## src/rtl/i2cm_pkg.sv

```systemverilog
package i2cm_pkg;

    localparam int BYTE_W = 8;
    localparam int PH_W   = 3;
    localparam int BIT_W  = $clog2(BYTE_W);
    localparam logic [BIT_W-1:0] BIT_LAST = BIT_W'(BYTE_W - 1);

    typedef enum logic [2:0] {
        OP_NONE  = 3'd0,
        OP_START = 3'd1,
        OP_STOP  = 3'd2,
        OP_WRITE = 3'd3,
        OP_READ  = 3'd4,
        OP_ACK   = 3'd5
    } op_e;

    typedef enum logic [1:0] {
        ACK_INVALID = 2'b00,
        ACK_OK      = 2'b01,
        ACK_NAK     = 2'b10
    } ack_e;

    typedef enum logic [2:0] {
        ACT_SDA_REL,
        ACT_SDA_LOW,
        ACT_SCL_REL,
        ACT_SCL_LOW,
        ACT_SDA_TX,
        ACT_SDA_ACKBIT
    } act_e;

    typedef enum logic [1:0] {
        SMP_NONE,
        SMP_ACK,
        SMP_BIT
    } smp_e;

    typedef struct packed {
        act_e            act;
        logic [1:0]      units;
        smp_e            smp;
        logic            loop;
        logic [PH_W-1:0] loop_to;
        logic            last;
    } step_t;

    function automatic logic op_legal(logic [2:0] op);
        return (op >= 3'd1) && (op <= 3'd5);
    endfunction

    function automatic step_t step_of(op_e op, logic [PH_W-1:0] ph);
        step_t s;
        s = '{ACT_SDA_REL, 2'd1, SMP_NONE, 1'b0, PH_W'(0), 1'b1};
        case (op)
            OP_START: case (ph)
                3'd0: s = '{ACT_SDA_REL, 2'd2, SMP_NONE, 1'b0, PH_W'(0), 1'b0};
                3'd1: s = '{ACT_SCL_REL, 2'd2, SMP_NONE, 1'b0, PH_W'(0), 1'b0};
                3'd2: s = '{ACT_SDA_LOW, 2'd2, SMP_NONE, 1'b0, PH_W'(0), 1'b0};
                default: s = '{ACT_SCL_LOW, 2'd1, SMP_NONE, 1'b0, PH_W'(0), 1'b1};
            endcase
            OP_STOP: case (ph)
                3'd0: s = '{ACT_SDA_LOW, 2'd2, SMP_NONE, 1'b0, PH_W'(0), 1'b0};
                3'd1: s = '{ACT_SCL_REL, 2'd2, SMP_NONE, 1'b0, PH_W'(0), 1'b0};
                default: s = '{ACT_SDA_REL, 2'd2, SMP_NONE, 1'b0, PH_W'(0), 1'b1};
            endcase
            OP_WRITE: case (ph)
                3'd0: s = '{ACT_SDA_TX,  2'd2, SMP_NONE, 1'b0, PH_W'(0), 1'b0};
                3'd1: s = '{ACT_SCL_REL, 2'd2, SMP_NONE, 1'b0, PH_W'(0), 1'b0};
                3'd2: s = '{ACT_SCL_LOW, 2'd1, SMP_NONE, 1'b1, PH_W'(0), 1'b0};
                3'd3: s = '{ACT_SDA_REL, 2'd2, SMP_NONE, 1'b0, PH_W'(0), 1'b0};
                3'd4: s = '{ACT_SCL_REL, 2'd2, SMP_NONE, 1'b0, PH_W'(0), 1'b0};
                default: s = '{ACT_SCL_LOW, 2'd1, SMP_ACK, 1'b0, PH_W'(0), 1'b1};
            endcase
            OP_READ: case (ph)
                3'd0: s = '{ACT_SDA_REL, 2'd2, SMP_NONE, 1'b0, PH_W'(0), 1'b0};
                3'd1: s = '{ACT_SCL_REL, 2'd3, SMP_NONE, 1'b0, PH_W'(0), 1'b0};
                default: s = '{ACT_SCL_LOW, 2'd2, SMP_BIT, 1'b1, PH_W'(1), 1'b1};
            endcase
            OP_ACK: case (ph)
                3'd0: s = '{ACT_SDA_ACKBIT, 2'd2, SMP_NONE, 1'b0, PH_W'(0), 1'b0};
                3'd1: s = '{ACT_SCL_REL,    2'd2, SMP_NONE, 1'b0, PH_W'(0), 1'b0};
                default: s = '{ACT_SCL_LOW, 2'd2, SMP_NONE, 1'b0, PH_W'(0), 1'b1};
            endcase
            default: s = '{ACT_SDA_REL, 2'd1, SMP_NONE, 1'b0, PH_W'(0), 1'b1};
        endcase
        return s;
    endfunction

endpackage

```

## src/rtl/i2cm_sync.sv

```systemverilog
module i2cm_sync #(
    parameter int STAGES = 2
) (
    input  logic clk,
    input  logic rst,
    input  logic d,
    output logic q
);
    logic [STAGES-1:0] ff_q;

    always_ff @(posedge clk) begin
        if (rst) ff_q <= '1;
        else     ff_q <= {ff_q[STAGES-2:0], d};
    end

    assign q = ff_q[STAGES-1];
endmodule

```

## src/rtl/i2cm_unit_timer.sv

```systemverilog
module i2cm_unit_timer #(
    parameter int TRIM_W = 16
) (
    input  logic              clk,
    input  logic              rst,
    input  logic              run,
    input  logic              restart,
    input  logic [TRIM_W-1:0] trim,
    output logic              tick
);
    logic [TRIM_W-1:0] cnt_q;
    logic [TRIM_W-1:0] unit_len;

    assign unit_len = (trim == '0) ? TRIM_W'(1) : trim;
    assign tick     = run && (cnt_q == TRIM_W'(1));

    always_ff @(posedge clk) begin
        if (rst)                  cnt_q <= TRIM_W'(1);
        else if (restart || tick) cnt_q <= unit_len;
        else if (run)             cnt_q <= cnt_q - TRIM_W'(1);
    end
endmodule

```

## src/rtl/i2cm_seq.sv

```systemverilog
module i2cm_seq
    import i2cm_pkg::*;
(
    input  logic              clk,
    input  logic              rst,
    input  logic              cmd_valid,
    input  logic [2:0]        cmd_op,
    input  logic [BYTE_W-1:0] cmd_data,
    input  logic              ack_rd,
    input  logic              sda_s,
    input  logic              tick,
    output logic              run,
    output logic              restart,
    output logic              ready,
    output logic              done,
    output logic [BYTE_W-1:0] rd_data,
    output logic [1:0]        ack_state,
    output logic              busy,
    output logic              scl_o,
    output logic              sda_o
);
    logic              run_q, done_q, busy_q, scl_q, sda_q;
    op_e               op_q, op_n;
    logic [PH_W-1:0]   ph_q, ph_n;
    logic [BIT_W-1:0]  bit_q, bit_n;
    logic [1:0]        unit_q;
    logic [BYTE_W-1:0] sh_q, sh_n, rd_q;
    ack_e              ack_q;
    step_t             cur, nxt;
    logic              accept, ph_end, enter, finish, wr_shift;
    logic              scl_n, sda_n;

    always_comb begin
        accept   = cmd_valid && !run_q && op_legal(cmd_op);
        cur      = step_of(op_q, ph_q);
        ph_end   = run_q && tick && (unit_q == 2'd1);
        enter    = 1'b0;
        finish   = 1'b0;
        wr_shift = 1'b0;
        op_n     = op_q;
        ph_n     = ph_q;
        bit_n    = bit_q;
        if (accept) begin
            enter = 1'b1;
            op_n  = op_e'(cmd_op);
            ph_n  = '0;
            bit_n = '0;
        end else if (ph_end) begin
            if (cur.loop && (bit_q != BIT_LAST)) begin
                enter    = 1'b1;
                ph_n     = cur.loop_to;
                bit_n    = bit_q + BIT_W'(1);
                wr_shift = (op_q == OP_WRITE);
            end else if (cur.last) begin
                finish = 1'b1;
            end else begin
                enter = 1'b1;
                ph_n  = ph_q + PH_W'(1);
            end
        end
        nxt = step_of(op_n, ph_n);

        sh_n = sh_q;
        if (accept)
            sh_n = cmd_data;
        else if (wr_shift)
            sh_n = {sh_q[BYTE_W-2:0], 1'b0};
        else if (enter && (nxt.smp == SMP_BIT))
            sh_n = {sh_q[BYTE_W-2:0], sda_s};

        scl_n = scl_q;
        sda_n = sda_q;
        if (enter) begin
            case (nxt.act)
                ACT_SDA_REL:    sda_n = 1'b1;
                ACT_SDA_LOW:    sda_n = 1'b0;
                ACT_SCL_REL:    scl_n = 1'b1;
                ACT_SCL_LOW:    scl_n = 1'b0;
                ACT_SDA_TX:     sda_n = sh_n[BYTE_W-1];
                ACT_SDA_ACKBIT: sda_n = sh_n[0];
                default:        sda_n = sda_q;
            endcase
        end
    end

    always_ff @(posedge clk) begin
        if (rst) begin
            run_q  <= 1'b0;
            op_q   <= OP_NONE;
            ph_q   <= '0;
            bit_q  <= '0;
            unit_q <= 2'd1;
            sh_q   <= '0;
            rd_q   <= '0;
            scl_q  <= 1'b1;
            sda_q  <= 1'b1;
            ack_q  <= ACK_INVALID;
            busy_q <= 1'b0;
            done_q <= 1'b0;
        end else begin
            op_q   <= op_n;
            ph_q   <= ph_n;
            bit_q  <= bit_n;
            sh_q   <= sh_n;
            scl_q  <= scl_n;
            sda_q  <= sda_n;
            done_q <= finish;
            if (accept)      run_q <= 1'b1;
            else if (finish) run_q <= 1'b0;
            if (enter)                unit_q <= nxt.units;
            else if (run_q && tick)   unit_q <= unit_q - 2'd1;
            if (finish && (op_q == OP_READ)) rd_q <= sh_q;
            if (finish && (op_q == OP_START)) busy_q <= 1'b1;
            else if (finish && (op_q == OP_STOP)) busy_q <= 1'b0;
            if (accept && (cmd_op == OP_START || cmd_op == OP_STOP || cmd_op == OP_WRITE))
                ack_q <= ACK_INVALID;
            else if (enter && (nxt.smp == SMP_ACK))
                ack_q <= sda_s ? ACK_NAK : ACK_OK;
            else if (ack_rd)
                ack_q <= ACK_INVALID;
        end
    end

    assign run       = run_q;
    assign restart   = accept;
    assign ready     = !run_q;
    assign done      = done_q;
    assign rd_data   = rd_q;
    assign ack_state = ack_q;
    assign busy      = busy_q;
    assign scl_o     = scl_q;
    assign sda_o     = sda_q;
endmodule

```

## src/rtl/i2c_cmd_master.sv

```systemverilog
module i2c_cmd_master
    import i2cm_pkg::*;
#(
    parameter int TRIM_W      = 16,
    parameter int SYNC_STAGES = 2
) (
    input  logic              clk,
    input  logic              rst,
    input  logic [TRIM_W-1:0] trim,
    input  logic              cmd_valid,
    input  logic [2:0]        cmd_op,
    input  logic [BYTE_W-1:0] cmd_data,
    output logic              ready,
    output logic              done,
    output logic [BYTE_W-1:0] rd_data,
    input  logic              ack_rd,
    output logic [1:0]        ack_state,
    output logic              busy,
    output logic              scl_o,
    output logic              sda_o,
    input  logic              sda_i
);
    logic sda_s, tick, run, restart;

    i2cm_sync #(.STAGES(SYNC_STAGES)) u_sync (
        .clk (clk),
        .rst (rst),
        .d   (sda_i),
        .q   (sda_s)
    );

    i2cm_unit_timer #(.TRIM_W(TRIM_W)) u_timer (
        .clk     (clk),
        .rst     (rst),
        .run     (run),
        .restart (restart),
        .trim    (trim),
        .tick    (tick)
    );

    i2cm_seq u_seq (
        .clk       (clk),
        .rst       (rst),
        .cmd_valid (cmd_valid),
        .cmd_op    (cmd_op),
        .cmd_data  (cmd_data),
        .ack_rd    (ack_rd),
        .sda_s     (sda_s),
        .tick      (tick),
        .run       (run),
        .restart   (restart),
        .ready     (ready),
        .done      (done),
        .rd_data   (rd_data),
        .ack_state (ack_state),
        .busy      (busy),
        .scl_o     (scl_o),
        .sda_o     (sda_o)
    );
endmodule

```

## config.mk

```make
export PLATFORM = sky130hd
export DESIGN_NAME = i2c_cmd_master
export DESIGN_NICKNAME = d
export VERILOG_FILES = /design/src/rtl/i2cm_pkg.sv /design/src/rtl/i2cm_sync.sv /design/src/rtl/i2cm_unit_timer.sv /design/src/rtl/i2cm_seq.sv /design/src/rtl/i2c_cmd_master.sv
export SDC_FILE = /design/constraint.sdc
export NUM_CORES = 1
export LEC_CHECK = 0
export BUFFER_PORTS_ARGS = -buffer_cell sky130_fd_sc_hd__clkbuf_2
export CAP_MARGIN = 20
export CORE_MARGIN = 8
export CORE_UTILIZATION = 52
export CTS_BUF_LIST = sky130_fd_sc_hd__clkbuf_8 sky130_fd_sc_hd__clkbuf_16
export DETAILED_ROUTE_END_ITERATION = 7
export GPL_TIMING_DRIVEN = 1
export PLACE_DENSITY = 0.8
export REMOVE_ABC_BUFFERS = 1
export SYNTH_ARGS = -nofsm -noshare
export SYNTH_HDL_FRONTEND = slang
export SYNTH_HIERARCHICAL = 1
export SYNTH_SLANG_ARGS = --single-unit
```

## constraint.sdc

```tcl
create_clock -name clk -period 3.4 [get_ports clk]
set_clock_uncertainty 0.15 [all_clocks]
set_input_delay 0.51 -clock clk [delete_from_list [all_inputs] [get_ports clk]]
set_output_delay 0.51 -clock clk [all_outputs]
set_load 0.005 [all_outputs]
```

==> summary.md <==
| Metric | Value |
|---|---|
| Leading area contributor after synthesis | dfxtp_1 |
| Final core utilization | between 60% and 70% |
| Routed vias | 3047 |
| Post-synth top area share | 33.1% |
| Max-cap viol count | 0 |
| Slew margin rel. | a little under three fifths |
| Synth cell types | 70 |
| CTS root buffer | clkbuf_8 |
| Fin. max-slew vios | 0 |
| Layout cells sized above 1 | 29.1% |
| TritonCTS clock tree | yes |
| CP cell instances | or4_4 > nand2b_4 > nor4_4 > and3_4 > and3_4 > a21o_4 > o31a_4 > nand2_2 > buf_4 > a21oi_1 > a211oi_1 > a2111oi_0 > a311oi_1 |
| Most frequent cells in the layout | nor2_1, dfxtp_1, clkbuf_2, buf_4, a211oi_1 |
| Diodes inserted | 0 |
| Area Overhead vs Synth | 22.4% |
| Fin. Hold Viols | 0 |
| Slew @ Worst Pin | 630 ps |
| VDD IR-drop max | 0.326 mV |
| R2r setup slk | 120 ps |
| Vias/cell | 5.84 |
| # clock sinks | 52 |
| Synth Register Bits | 52 |
| Setup violations, final | 0 |
| CP Data Arrival Time | 3290 ps |
| Die height | 93.8 microns |
| Post-synth ARST share | 0% |
| Core area | 0.00589 sq mm |
| Initial DRT Pass Iterations | 4 |
| GP Congestion | between 0.9 and 1 |
| Sequential share of the synthesized area | 33.1% |
| Worst hold path class | in -> reg |
| Required time of the critical path | 3410 ps |
| Net Switching | between 400 and 500 uW |
| Initial antenna violation count | 0 |
| Die area | between 0.008 and 0.009 sq mm |
| Pwr dens | 355 mW/mm^2 |
| Mean Syn Cell Area | between 8 and 9 sq um |
| Setup CP Type | reg -> reg |
| Setup_tns | 0 ps |
| DR iter-0 viols | 278 |
| GR Util All Layers | a little under a fifth |
| Mapped Area | 0.00315 sq mm |
| Leakage power | 1.61 nW |
| Reg clk slew, reported paths | 100 ps |
| Sequential share of power | 49.7% |
| First-pass GRT wire length | 13300 microns |
| Final net count | slightly below 500 |
| H-tree Lvls | 2 |
| Die width | 93.8 microns |
| # port buffers | 46 |
| CP Max Fanout | 7 |
| Commonest non-fill, non-tap cell in the layout | nor2_1 |
| WL final | 8100 microns |
| DR WL/cell | ~16 microns |
| Power share of the clock group | 26.7% |
| Ys flop type | dfxtp_1 |
| Cell internal pwr | 938 uW |
| CP peak stage delay | 530 ps |
| Crit start category | flip-flop |
| Hold-fix buffers at CTS | 0 |
| CP most frequent cell | and3_4 |
| Switching part of the total | 31.3% |
| Global route total overflow | 0 |
| DRC viols | 0 |
| Peak Freq | 0.305 GHz |
| Final clock period utilization by the worst path | 96.6% |
| Final critical-path required period | ~3300 ps |
| Starting Density | a little over half |
| Syn Inst Count | 372 |
| Status | completed |
| Clock buffer count from CTS | 5 |
| EDFF count, synth | 0 |
| Detail Route Antenna Nets | 0 |
| Largest net degree at the start of global routing | 31 |
| Crit end category | flip-flop |
| Row cnt | 28 |
| Post-Layout Cell Count | roughly 520 |
| CP max-delay cell | or4_4 |
| Combinational share of power | 23.6% |
| Clock Latency Late Sink | around 300 ps |
| Area contributors post-synth | dfxtp_1, nor2_1, mux2i_1 |
| Syn. warnings | 6 |
| CTS max path bufs | 2 |
| Vias in the first global route | between 2000 and 3000 |
| Placed Cells | 511 |
| IO Pins | 47 |
| Dpl hpwl | 6130 microns |
==> flip-flops by register name (all words and copies together), names as in the netlist <==
register and count:
u_timer/cnt_q 16, u_seq/rd_data 8, u_seq/sh_q 8, u_seq/bit_q 3, u_seq/op_q 3, u_seq/ph_q 3
u_seq/ack_state 2, u_seq/unit_q 2, u_sync/ff_q 2, u_seq/busy 1, u_seq/done 1, u_seq/run 1
u_seq/scl_o 1, u_seq/sda_o 1
==> through the flow <==
step                setup WS, ps  hold WS (ps)  instance area [sq um]  power [mW]
global route               -2.16           255                   3850        1.44
CTS                        0.761           255                   3790        1.37
global placement           -45.1           246                   3650       0.991
floorplan                   -243           233                   3080       0.878
detailed placement          -126           269                   3650       0.996
finish                       117           256                   3850        1.37
==> repair_timing <==
action                                  CTS  global route
buffers inserted                          2             1
pin swaps                                 1             7
endpoints found under the setup margin    3             3
resized for setup                         5            11
==> cells in the mapped netlist (3+ instances only) <==
cell,number
a211oi_1,24
a21o_1,3
a21oi_1,15
a311oi_1,3
buf_2,5
clkbuf_1,9
dfxtp_1,52
ha_1,9
inv_1,13
mux2i_1,19
nand2_1,22
nand2b_1,6
nand3_1,9
nand4_1,4
nor2_1,56
nor3_1,11
nor4_1,8
o21a_1,3
o21ai_0,10
o21bai_1,3
o22ai_1,4
o31ai_1,6
or3_1,3
or3b_1,3
xnor2_1,11
xor2_1,4
==> critical path, delay by kind of cell (launching register included) <==
family                 cells  cell delay [ps]
AOI/OAI and AO/OA          6             1100
and+or+nand+nor            6             1400
buffers and inverters      1              160
DFF                        1              320
==> cell type report <==
type | instances | area (sq um)
Timing Repair Buffer | 83 | 508
Inverter | 14 | 52.6
Clock buffer | 5 | 68.8
Tap cell | 75 | 93.8
Clock inverter | 3 | 26.3
Sequential cell | 52 | 1040
Multi-Input combinational cell | 290 | 2060
Fill cell | 494 | 2040
==> worst paths after layout <==
path / cells after the start / startpoint / to
worst max-delay path: 13 / u_timer/cnt_q[7]$_SDFFE_PP0P_ / u_seq/unit_q[1]$_SDFFE_PP0P_
worst min-delay path: 2 / sda_i / u_sync/ff_q[0]$_SDFF_PP1_
worst max register to register: 13 / u_timer/cnt_q[7]$_SDFFE_PP0P_ / u_seq/unit_q[1]$_SDFFE_PP0P_
worst min register to register: 1 / u_sync/ff_q[0]$_SDFF_PP1_ / u_sync/ff_q[1]$_SDFF_PP1_
==> cells by family (layout without fill, tap and decap cells) <==
family / count (synthesis) / in the layout / synth area share (%)
xor gates and xnor gates: 15 / 15 / 4.18
AOI/OAI and AO/OA: 96 / 96 / 23.1
muxes: 22 / 22 / 7.48
buffers and inverters: 30 / 105 / 3.90
and+or+nand+nor: 148 / 148 / 24.7
adders and majority gates: 9 / 9 / 3.58
DFF: 52 / 52 / 33.1
==> layer usage <==
layer / wire, microns / vias up / part of all wire [%] / GRT usage [%]
met5: 0 / - / 0 / 0
met4: 140 / 0 / 1.7 / 6.47
met3: 487 / 14 / 6.0 / 3.52
met2: 4020 / 106 / 50 / 31.3
met1: 3460 / 1416 / 43 / 22.2
li1: - / 1511 / - / -
==> power by group through the flow <==
stage / logic (mW) / clock network (mW) / registers (mW)
final: 0.322 / 0.364 / 0.679
after global routing: 0.353 / 0.399 / 0.684
after CTS: 0.314 / 0.377 / 0.679
after detailed placement: 0.305 / 0 / 0.692
after global placement: 0.301 / 0 / 0.690
after floorplan: 0.189 / 0 / 0.689
Power figures use the tool's default switching activity.
